`src/rtl/msd_divn_pkg.sv`:
```
package msd_divn_pkg;
  localparam int unsigned CNT_W = 4;

  typedef enum logic [1:0] {
    ACT_HOLD = 2'd0,
    ACT_DECR = 2'd1,
    ACT_LOAD = 2'd2,
    ACT_TRAP = 2'd3
  } act_e;
endpackage

```
`src/rtl/divn_preset_check.sv`:
```
module divn_preset_check #(
  parameter int unsigned WIDTH = msd_divn_pkg::CNT_W
) (
  input  logic [WIDTH-1:0] preset_i,
  output logic             illegal_o,
  output logic [WIDTH-1:0] load_val_o
);
  assign illegal_o  = (preset_i == '0);
  // loading edge is the first of N periods, so N-1 remains
  assign load_val_o = preset_i - WIDTH'(1);
endmodule

```
`src/rtl/divn_step_sel.sv`:
```
module divn_step_sel
  import msd_divn_pkg::*;
(
  input  logic en_i,
  input  logic load_en_i,
  input  logic illegal_i,
  input  logic cnt_zero_i,
  output act_e act_o
);
  always_comb begin
    act_o = ACT_HOLD;
    if (en_i) begin
      if (load_en_i)       act_o = illegal_i ? ACT_TRAP : ACT_LOAD;
      else if (!cnt_zero_i) act_o = ACT_DECR;
    end
  end
endmodule

```
`src/rtl/divn_state_reg.sv`:
```
module divn_state_reg
  import msd_divn_pkg::*;
#(
  parameter int unsigned WIDTH = CNT_W
) (
  input  logic             clk_i,
  input  logic             rst_ni,
  input  act_e             act_i,
  input  logic [WIDTH-1:0] load_val_i,
  output logic [WIDTH-1:0] cnt_o,
  output logic             err_o
);
  always_ff @(posedge clk_i or negedge rst_ni) begin
    if (!rst_ni) begin
      cnt_o <= '0;
      err_o <= 1'b0;
    end else begin
      unique case (act_i)
        ACT_DECR: cnt_o <= cnt_o - WIDTH'(1);
        ACT_LOAD: begin
          cnt_o <= load_val_i;
          err_o <= 1'b0;
        end
        ACT_TRAP: begin
          cnt_o <= '0;
          err_o <= 1'b1;
        end
        default: ;
      endcase
    end
  end
endmodule

```
`src/rtl/divn_zero_det.sv`:
```
module divn_zero_det #(
  parameter int unsigned WIDTH = msd_divn_pkg::CNT_W
) (
  input  logic [WIDTH-1:0] cnt_i,
  output logic             zero_o
);
  logic [WIDTH:0] any_set;
  assign any_set[0] = 1'b0;
  for (genvar b = 0; b < WIDTH; b++) begin : g_or
    assign any_set[b+1] = any_set[b] | cnt_i[b];
  end
  assign zero_o = ~any_set[WIDTH];
endmodule

```
`src/rtl/msd_divn_counter.sv`:
```
module msd_divn_counter
  import msd_divn_pkg::*;
#(
  parameter int unsigned WIDTH = CNT_W
) (
  input  logic             clk_i,
  input  logic             rst_ni,
  input  logic             en_i,
  input  logic             load_en_i,
  input  logic [WIDTH-1:0] preset_i,
  output logic [WIDTH-1:0] count_o,
  output logic             zero_o,
  output logic             err_o
);
  logic             illegal;
  logic [WIDTH-1:0] load_val;
  act_e             act;

  divn_preset_check #(.WIDTH(WIDTH)) i_check (
    .preset_i  (preset_i),
    .illegal_o (illegal),
    .load_val_o(load_val)
  );

  divn_step_sel i_sel (
    .en_i      (en_i),
    .load_en_i (load_en_i),
    .illegal_i (illegal),
    .cnt_zero_i(zero_o),
    .act_o     (act)
  );

  divn_state_reg #(.WIDTH(WIDTH)) i_state (
    .clk_i     (clk_i),
    .rst_ni    (rst_ni),
    .act_i     (act),
    .load_val_i(load_val),
    .cnt_o     (count_o),
    .err_o     (err_o)
  );

  divn_zero_det #(.WIDTH(WIDTH)) i_zero (
    .cnt_i (count_o),
    .zero_o(zero_o)
  );
endmodule

```
`config.mk`:
```
export PLATFORM = sky130hd
export DESIGN_NAME = msd_divn_counter
export DESIGN_NICKNAME = d
export VERILOG_FILES = /design/src/rtl/msd_divn_pkg.sv /design/src/rtl/divn_preset_check.sv /design/src/rtl/divn_step_sel.sv /design/src/rtl/divn_state_reg.sv /design/src/rtl/divn_zero_det.sv /design/src/rtl/msd_divn_counter.sv
export SDC_FILE = /design/constraint.sdc
export NUM_CORES = 1
export LEC_CHECK = 0
export ABC_AREA = 1
export BUFFER_PORTS_ARGS = -buffer_cell sky130_fd_sc_hd__buf_2
export CAP_MARGIN = 20
export CORE_AREA = 2 2 39 41
export DETAILED_ROUTE_END_ITERATION = 12
export DIE_AREA = 0 0 41 43
export REMOVE_ABC_BUFFERS = 1
export SYNTH_ARGS = -nofsm -noshare
export SYNTH_HDL_FRONTEND = slang
export SYNTH_SLANG_ARGS = --single-unit
```
`constraint.sdc`:
```
create_clock -name clk_i -period 1.7 [get_ports clk_i]
set_clock_uncertainty 0.2 [all_clocks]
set_input_delay 0.085 -clock clk_i [delete_from_list [all_inputs] [get_ports clk_i]]
set_output_delay 0.085 -clock clk_i [all_outputs]
set_load 0.05 [all_outputs]
```
# Word level (Yosys, flattened, before mapping)
# Cells that the tools add are included.
[classes]
add_sub_neg = 2
eq_ne = 3
muxes = 6
n_bitwise = 4
reduce_logical = 3
[op_table]
columns = ["operator", "count"]
rows = [
  ["4-bit one-hot mux with 3 select lines", 1],
  ["4-bit by 1-bit subtractor with 4-bit output, second input constant", 2],
  ["2-bit equality test, second input constant", 2],
  ["4-bit logical NOT", 1],
  ["2-bit two-way mux", 2],
  ["1-bit bitwise OR", 3],
  ["3-bit nonzero test", 1],
  ["2-bit by 1-bit equality test with 1-bit output, second input constant", 1],
  ["1-bit two-way mux", 2],
  ["1-bit one-hot mux with 2 select lines", 1],
  ["2-bit nonzero test", 1],
  ["1-bit NOT", 1],
]
[totals]
reg_bits = 5
input_bits = 8
output_inout_bits = 6
wordCells = 20

# Logic depth before layout (Yosys ltp)
# Gate-level depths: netlist (run 1).
[depth]
word_depth = 8
depth_mapped = 11
mapped_depth_nobuf = 11

# Hierarchy
# A second synthesis (run 1) with hierarchy kept.
[unflattened]
cells_unflattened = 61
hier_area_um2 = 386.6
[by_module_without_submodules]
columns = ["mod", "n_inst", "cells_each", "area_per_inst_um2", "seq_area_each_um2"]
rows = [
  ["divn_state_reg", 1, 35, 267.8, 125.1],
  ["divn_preset_check", 1, 12, 66.3, 0.0],
  ["divn_step_sel", 1, 7, 26.3, 0.0],
  ["divn_zero_det", 1, 7, 26.3, 0.0],
]

# Worst setup path after synthesis (run 1)
# OpenSTA, ideal clock, no wires.
[synth_timing]
path_type = "reg2out"
startpoint = "reg i_state.cnt_o[2]"
endpoint = "out zero_o"
arrival_ns = 2.220
required_ns = 1.415
setup_slack_ns = -0.805
path_stages_with_launch = 2
path_buffers = 0
cell_sequence = "dfrtp_1 > nor4_1"
[synth_via]
elab_chain_cells = 3
[synth_rtl]
columns = ["element", "line", "text"]
rows = [
  ["start: declaration", "divn_state_reg.sv:10", "output logic [WIDTH-1:0] cnt_o,"],
  ["start signal: assignment", "divn_state_reg.sv:19", "ACT_DECR: cnt_o <= cnt_o - WIDTH'(1);"],
  ["start signal: assignment", "divn_state_reg.sv:21", "cnt_o <= load_val_i;"],
  ["1-bit bitwise OR (2 in a row)", "divn_zero_det.sv:10", "assign any_set[b+1] = any_set[b] | cnt_i[b];"],
  ["1-bit NOT", "divn_zero_det.sv:12", "assign zero_o = ~any_set[WIDTH];"],
  ["end: declaration", "msd_divn_counter.sv:12", "output logic zero_o,"],
]
# No other way between the ends.

# Worst setup path after layout (run 1)
# Ends and elaborated chain as after synthesis.

==> metrics.cfg, run 1 <==
[placed_design]
dpl.cell_count=81
port_buffers=13
gp_congestion=0.8497
placed_area_um2=523.0
hpwl_um=716.5
post-place-ws_ns=0.2726

[grt]
grtUsageMet2=0.1719
grt_max_degree=6
grt_pass1_vias=366
busiest_layer=met2
antenna_found_initial=0
grt_remaining_overflow=0
use_met1=0.1571
grtUsageMet3=0.01571
grt_pass1_wl_mm=1.476
track_usage=0.1244

[synthesis]
synth_common_cells=nand2_1 (11), nand2_4 (6), dfrtp_1 (5), inv_1 (5), nor2_1 (4)
netlist_top_cells_area=dfrtp_1 (29%), nand2_4 (15%), nand2_1 (9.4%)
synthArstFlopShare=1.000
syn_area_per_cell_um2=8.422
synth_ff_type=dfrtp_1
yosysTopAreaCell=dfrtp_1
synthCells=52
synth_seq_area_share=0.2857
ys_types=23
synth-edff-count=0
synth_area_um2=437.9
synth_top_cell_area_share=0.2857
yosys_register_bits=5
yosys_warnings=0
yosysMostFrequentCell=nand2_1

[critical_path]
crit_buf_inv=1
reg2reg_from=i_state.cnt_o[1]
rr_worst_depth=9
path_cells=nor4_1 > buf_2
cp-start-kind=register
worstReg2RegEnd=i_state.cnt_o[2]
crit_required_ns=1.41
crit_fanout=5
worstPathArrival_ns=1.26
crit_path_end_kind=output port
slowest_delay_ns=0.44
rrSetupSlack_ns=0.29
worstSetupPathType=register to output port
worstSetupStartpoint=i_state.cnt_o[2]
cp_slowest_cell=dfrtp_1
crit_family=flip-flops

[timing]
fin_crit_ns=1.544
hold_slack_ns=0.05717
finalWorstSetupSlack_ns=0.1563
finalSetupViolCount=0
maxSlewHeadroom=0.8358
final_max_slew_viol_count=0
hold_violations=0
fin_tns_setup_ns=0
fmax_ghz=0.6478
worst_pin_slew_ns=0.2480
rsz0062_at_grt=false
finalCritPeriodShare=0.9080

[route]
drtPass1Iterations=4
final_antenna_net_count=0
drcViolationCount=0
drt-total-wl_um=861
viasPerCell=4.523
post_drt_wl_per_cell_um=9.784
route.vias.total=398
drt-initial-drc-count=9

[final_layout]
fin_util=0.4186
antenna_cells=0
drive_gt1_frac=0.4583
multi_input_area_um2=272.8
syn_to_final_growth_pct=32.29
fillerInstances=149
post-route-cell-area_um2=579.3
fin_nets=82
instances_no_fill=88
seqCellArea_um2=125.1

[die]
boundaryPins=14
fp.coreArea_um2=1384
start_util=0.3165
rows=14
die_h_um=43
die_area_um2=1763
die_w_um=41

[clock_network]
cts_sinks=5
cts-root-buf=clkbuf_4
clkTransAtPathRegs_ns=0.04
cts_setup_buffers=0
cts_made_buffers=3
cts_max_level=1
insertion_delay_ns=0.24
clockBufferDepth=2
cts_tree=yes

[power]
finalPower_mw=0.9141
power.leakage_nw=0.3022
power.density_nw_per_um2=1578
ir_drop_mv=0.5010

[min_path]
hold_path.class=input port to register
hold_depth=4
hold-path-endpoint=i_state.err_o
holdCritStartpoint=load_en_i

[outcome]
status=finished, final reports clean

[flow_run]
max_cap_violations=0

worst reg2reg max path: stages (launching register included):
cell and delay [ns]:
dfrtp_1 0.38, inv_1 0.15, nand2_4 0.07, nand2_4 0.07, ha_1 0.14, inv_1 0.05
nor2_1 0.09, nor2_1 0.05, nand2_1 0.06, nand2_1 0.05
power breakdown:
part,switching [mW],total [mW],internal [mW]
combinational,0.394,0.556,0.162
clock,0.0482,0.137,0.0887
sequential,0.0555,0.221,0.166
total,0.498,0.914,0.416
cell families after synthesis:
logic type,synth area share
buffers and inverters,0.09143
DFF,0.2857
AOI/OAI and AO/OA,0.1000
adders and majority gates,0.02857
and+or+nand+nor,0.4943
routing by layer:
| metal | vias to the layer above | routed length, µm |
|---|---|---|
| met5 | - | 0 |
| met4 | 0 | 0 |
| met3 | 0 | 59 |
| met2 | 16 | 400 |
| met1 | 175 | 402 |
| li1 | 207 | - |
final cells by class:
| type | instances | share of cell area |
|---|---|---|
| clock buffer | 4 | 0.04536 |
| multi-input combinational | 38 | 0.4708 |
| timing repair buffer | 16 | 0.1641 |
| inverter | 9 | 0.06911 |
| tap | 16 | 0.03456 |
| sequential | 5 | 0.2160 |
worst max-delay path by stage:
stage / to / depth (start not counted)
after detailed placement: i_state.cnt_o[2] / 12
after global routing: zero_o / 2
after floorplan: zero_o / 1
after CTS: zero_o / 2
after global placement: i_state.cnt_o[2] / 12
final: zero_o / 2
state kept, by name, summed over array words and instances, names as in the netlist:
signal and cells:
i_state.cnt_o 4, i_state.err_o 1
what timing repair did:
| item | in CTS | in global routing |
|---|---|---|
| hold buffers | 3 | 0 |
| hold endpoints to repair | 7 | 0 |
| gates resized for setup | 0 | 0 |
cell usage in the layout, fill, tap and decap left out, drive strengths merged:
cell	instances
buf	13
nor2	6
dlygate4sd3	3
inv	7
o21a	1
ha	1
nor4	1
nand4	2
o21ai	2
clkinv	2
nand3	2
a21oi	1
o22ai	1
nand2	19
dfrtp	5
clkbuf	4
nand3b	2
No activity file was read; power rests on OpenSTA's default activity.
==> inputs of run 2 (changes only) <==
==> constraint.sdc (replaced) <==
create_clock -name clk_i -period 1.7 [get_ports clk_i]
set_clock_uncertainty 0.2 [all_clocks]
set_input_delay 0 -clock clk_i [delete_from_list [all_inputs] [get_ports clk_i]]
set_output_delay 0 -clock clk_i [all_outputs]
set_load 0.05 [all_outputs]
==> metrics.cfg, run 2 (synthesis results as in run 1) <==
[critical_path]
crit_required_ns=1.63  ; +0.22 ns
cp-start-kind=input port
worstSetupPathType=input port to register
path_cells=dlygate4sd3_1 > buf_2 > nand2_2 > clkinv_4 > nand2_8 > nand2_4 > nand2_4 > ha_2 > inv_1 > nor2_1 > nor2_1 > nand2_1 > nand2_1
rr_worst_depth=8  ; -1
worstReg2RegEnd=i_state.cnt_o[3]
rrSetupSlack_ns=0.28  ; about the same
worstPathArrival_ns=1.52  ; +0.26 ns
crit_path_end_kind=register
crit_fanout=5  ; unchanged
cp_slowest_cell=dlygate4sd3_1
slowest_delay_ns=0.53  ; +0.09 ns
reg2reg_from=i_state.cnt_o[2]

[clock_network]
clkTransAtPathRegs_ns=0.04  ; about the same
clockBufferDepth=2  ; unchanged
cts_max_level=1  ; unchanged
cts_tree=yes
cts-root-buf=clkbuf_4
cts_sinks=5  ; unchanged
cts_made_buffers=3  ; unchanged
insertion_delay_ns=0.24  ; about the same

[timing]
finalCritPeriodShare=0.9358  ; +0.02779
finalWorstSetupSlack_ns=0.1091  ; -0.04725 ns
fin_tns_setup_ns=0  ; unchanged
fmax_ghz=0.6286  ; -3.0%
finalSetupViolCount=0  ; unchanged
maxSlewHeadroom=0.8355  ; about the same
worst_pin_slew_ns=0.2485  ; +0.0005516 ns
hold_slack_ns=0.03539  ; -0.02178 ns
rsz0062_at_grt=false
hold_violations=0  ; unchanged
fin_crit_ns=1.591  ; +0.04725 ns
final_max_slew_viol_count=0  ; unchanged

[die]
die_area_um2=1763  ; unchanged
die_w_um=41  ; unchanged
rows=14  ; unchanged
die_h_um=43  ; unchanged
boundaryPins=14  ; unchanged
start_util=0.3165  ; unchanged
fp.coreArea_um2=1384  ; unchanged

[route]
drcViolationCount=0  ; unchanged
drt-total-wl_um=839  ; -2.6%
drt-initial-drc-count=7  ; -2
topRoutingLayerUsed=met4
wl_met3_um=66  ; +12%
viasPerCell=4.416  ; -2.4%
route.vias.total=393  ; -1.3%
drtPass1Iterations=4  ; unchanged
met1_length_um=378  ; -6.0%
final_antenna_net_count=0  ; unchanged
dr_wl_met2_um=378  ; -5.5%
post_drt_wl_per_cell_um=9.427  ; -3.7%

[power]
ir_drop_mv=0.3785  ; -24%
power.density_nw_per_um2=1535  ; -2.7%
finalPower_mw=0.9125  ; -0.17%
power.leakage_nw=0.3059  ; +1.2%

[placed_design]
post-place-ws_ns=0.2869  ; +0.01430 ns
hpwl_um=733.3  ; +2.3%
port_buffers=13  ; unchanged
gp_congestion=0.8806  ; +3.6%

[final_layout]
top_regs=i_state.cnt_o: 4 flops, i_state.err_o: 1 flops
final_common_cell=buf_2
seqCellArea_um2=125.1  ; unchanged
largest_reg_flops=4  ; unchanged
fin_nets=83  ; +1.2%
syn_to_final_growth_pct=35.71
final_cell_mix=buf_2 (13), nand2_1 (10), nand2_4 (6)
multi_input_area_um2=277.8  ; +1.8%
fillerInstances=144  ; -3.4%
drive_gt1_frac=0.4795  ; +0.02112
antenna_cells=0  ; unchanged
regMostFlops=i_state.cnt_o

[min_path]
hold_depth=5  ; +1
hold_path.class=input port to register
holdCritStartpoint=preset_i[0]
hold-path-endpoint=i_state.err_o

[flow_run]
max_cap_violations=0  ; unchanged

[grt]
grt_remaining_overflow=0  ; unchanged
track_usage=0.1235  ; -0.0008791
grt_pass1_wl_mm=1.483  ; +0.47%
grt_max_degree=6  ; unchanged
antenna_found_initial=0  ; unchanged
grt_pass1_vias=378  ; +3.3%

[outcome]
status=finished, final reports clean

==> run 2: how the worst max path moves through the flow <==
| stage | start | endpoint | depth (start not counted) |
|---|---|---|---|
| 6_report | en_i | i_state.cnt_o[2] | 13 |
| 5_1_grt | en_i | i_state.cnt_o[2] | 13 |
| 4_1_cts | en_i | i_state.cnt_o[2] | 13 |
| 3_5_place_dp | i_state.cnt_o[2] | i_state.cnt_o[3] | 8 |
| 3_3_place_gp | i_state.cnt_o[2] | i_state.cnt_o[3] | 8 |
| 2_1_floorplan | i_state.cnt_o[2] | zero_o | 1 |
==> run 2: timing repair <==
action	CTS	global route
hold buffers	4	0
hold endpoints to repair	9	0
resized for setup	0	2
endpoints found under the setup margin	0	1
setup buffers	0	0
==> run 2: routing by layer <==
metal,track usage,vias to the layer above
li1,-,210
met1,0.1511,165
met2,0.1906,16
met3,0.03141,2
met4,0.06000,0
met5,0,-
==> run 2: stage by stage <==
stage               utilization  instance area, µm²  instances
detailed placement       0.3779               523.0         81
global placement         0.3779               523.0         81
CTS                      0.4259               589.3         89
global route             0.4295               594.3         89
floorplan                     -               437.9         52
finish                   0.4295               594.3         89
==> run 2: critical path: cells and delay by family <==
kind	cells	cell delay [ns]
simple gates	8	0.55
fa+ha+maj	1	0.16
buf+inv	4	0.80
==> run 2: where the power goes <==
group          leakage (nW)  switching (mW)  internal (mW)
Clock                0.0150          0.0451         0.0885
Sequential           0.0611          0.0588          0.166
Combinational         0.230           0.390          0.164
==> run 2: final cells by class <==
type / count / area share
sequential: 5 / 0.2105
clock buffer: 4 / 0.04421
timing repair buffer: 17 / 0.1768
multi-input combinational: 38 / 0.4674
inverter: 9 / 0.06737
tap: 16 / 0.03368
==> inputs of run 3 (changes only) <==
PLACE_DENSITY = 0.67   (was not set)
==> metrics.cfg, run 3 (synthesis results as in run 1) <==
[timing]
fin_tns_setup_ns=0  ; unchanged
fin_crit_ns=1.601  ; +0.01021 ns
fmax_ghz=0.6246  ; -0.64%
hold_violations=0  ; unchanged
final_max_slew_viol_count=0  ; unchanged
hold_slack_ns=0.02316  ; -0.01223 ns
finalCritPeriodShare=0.9418  ; +0.006007
rsz0062_at_grt=false
worst_pin_slew_ns=0.2494  ; +0.0008970 ns
maxSlewHeadroom=0.8332  ; -0.002286
finalSetupViolCount=0  ; unchanged

[power]
finalPower_mw=0.9241  ; +1.3%
power.leakage_nw=0.3165  ; +3.5%
ir_drop_mv=0.4767  ; +26%
power.density_nw_per_um2=1529  ; -0.40%

[route]
drt-initial-drc-count=5  ; -2
final_antenna_net_count=0  ; unchanged
drcViolationCount=0  ; unchanged
drt-total-wl_um=939  ; +12%
viasPerCell=4.567  ; +3.4%
route.vias.total=411  ; +4.6%
post_drt_wl_per_cell_um=10.43  ; +11%
drtPass1Iterations=4  ; unchanged

[die]
rows=14  ; unchanged
boundaryPins=14  ; unchanged
fp.coreArea_um2=1384  ; unchanged
die_h_um=43  ; unchanged
start_util=0.3165  ; unchanged
die_w_um=41  ; unchanged
die_area_um2=1763  ; unchanged

[min_path]
hold_depth=5  ; unchanged
hold_path.class=input port to register
hold-path-endpoint=i_state.err_o
holdCritStartpoint=preset_i[0]

[clock_network]
cts_sinks=5  ; unchanged
insertion_delay_ns=0.24  ; about the same
cts_made_buffers=3  ; unchanged
cts_max_level=1  ; unchanged
clockBufferDepth=2  ; unchanged
clkTransAtPathRegs_ns=0.04  ; about the same
cts_tree=yes
cts-root-buf=clkbuf_4

[final_layout]
top_regs=i_state.cnt_o: 4 flops, i_state.err_o: 1 flops
fin_nets=84  ; +1.2%
largest_reg_flops=4  ; unchanged
syn_to_final_growth_pct=38.00
regMostFlops=i_state.cnt_o
final_common_cell=buf_2
fin_util=0.4367  ; +0.007233
antenna_cells=0  ; unchanged
drive_gt1_frac=0.4730  ; -0.006479
final_cell_mix=buf_2 (13), nand2_1 (10), nand2_4 (7)

[critical_path]
crit_fanout=5  ; unchanged
reg2reg_from=i_state.cnt_o[1]
crit_path_end_kind=register
worstReg2RegEnd=i_state.cnt_o[2]
rr_worst_depth=9  ; +1
worstPathArrival_ns=1.58  ; +0.06 ns
cp-start-kind=input port
crit_required_ns=1.68  ; +0.05 ns
rrSetupSlack_ns=0.28  ; about the same
worstSetupPathType=input port to register

[grt]
grt_remaining_overflow=0  ; unchanged
antenna_found_initial=0  ; unchanged
grt_pass1_vias=347  ; -8.2%
grt_max_degree=6  ; unchanged
track_usage=0.1224  ; -0.001127
grt_pass1_wl_mm=1.386  ; -6.5%

[placed_design]
port_buffers=13  ; unchanged
hpwl_um=731.2  ; -0.29%
gp_congestion=0.7210  ; -18%

[flow_run]
max_cap_violations=0  ; unchanged

[outcome]
status=finished, final reports clean

run 3: cell count changes in the layout (fill, tap and decap cells not counted):
cell     change
buf_4        +1
ha_1         +1
ha_2         -1
nand2_2      -1
nand2_4      +1
run 3: power by group:
part	total (mW)	internal, mW	switching, mW
logic	0.565	0.166	0.400
registers	0.222	0.166	0.0560
clock network	0.137	0.0887	0.0483
total	0.924	0.420	0.504
run 3: worst max-delay path: stages:
cell           delay (ns)
dlygate4sd3_1        0.55
buf_2                0.15
nand2_4              0.08
clkinv_4             0.08
nand3b_1             0.14
nand2_4              0.07
ha_1                 0.19
inv_1                0.06
nor2_1               0.04
nor2_1               0.09
nand2_1              0.06
nand2_1              0.06
run 3: what timing repair did:
item	4_1_cts	5_1_grt
hold endpoints to repair	10	0
endpoints found under the setup margin	0	1
hold buffers	4	0
resized for setup	0	2
setup buffers	0	1
run 3: cell type report:
class,count,area (µm²)
clock buffer,4,26.28
fill,139,779.5
inverter,9,40.04
multi-input combinational,38,280.3
sequential,5,125.1
tap,16,20.02
timing repair buffer,18,112.6
run 3: metal layers:
| metal | up-vias | global-route usage | share of wire |
|---|---|---|---|
| li1 | 210 | - | - |
| met4 | 0 | 0.1200 | 0.015 |
| met2 | 19 | 0.1813 | 0.51 |
| met3 | 2 | 0.01571 | 0.061 |
| met1 | 180 | 0.1378 | 0.42 |
| met5 | - | 0 | 0 |
run 3: per-stage QoR:
step                instances  worst slack (ns)  instance area (µm²)
detailed placement         81            0.3083                523.0
global route               90           0.01304                604.3
CTS                        89           0.06541                589.3
global placement           81            0.3175                523.0
floorplan                  52           -0.7197                437.9
finish                     90           0.09886                604.3
run 3: how the worst max path moves through the flow:
stage                           startpoint          endpoint  slack, ns  depth (start not counted)
after floorplan           i_state.cnt_o[2]            zero_o      -0.72                          1
after global placement    i_state.cnt_o[1]  i_state.cnt_o[2]       0.32                          9
after detailed placement  i_state.cnt_o[1]  i_state.cnt_o[2]       0.31                          9
after CTS                             en_i  i_state.cnt_o[2]       0.07                         12
after global routing                  en_i  i_state.cnt_o[2]       0.01                         12
final                            load_en_i  i_state.cnt_o[2]        0.1                         12
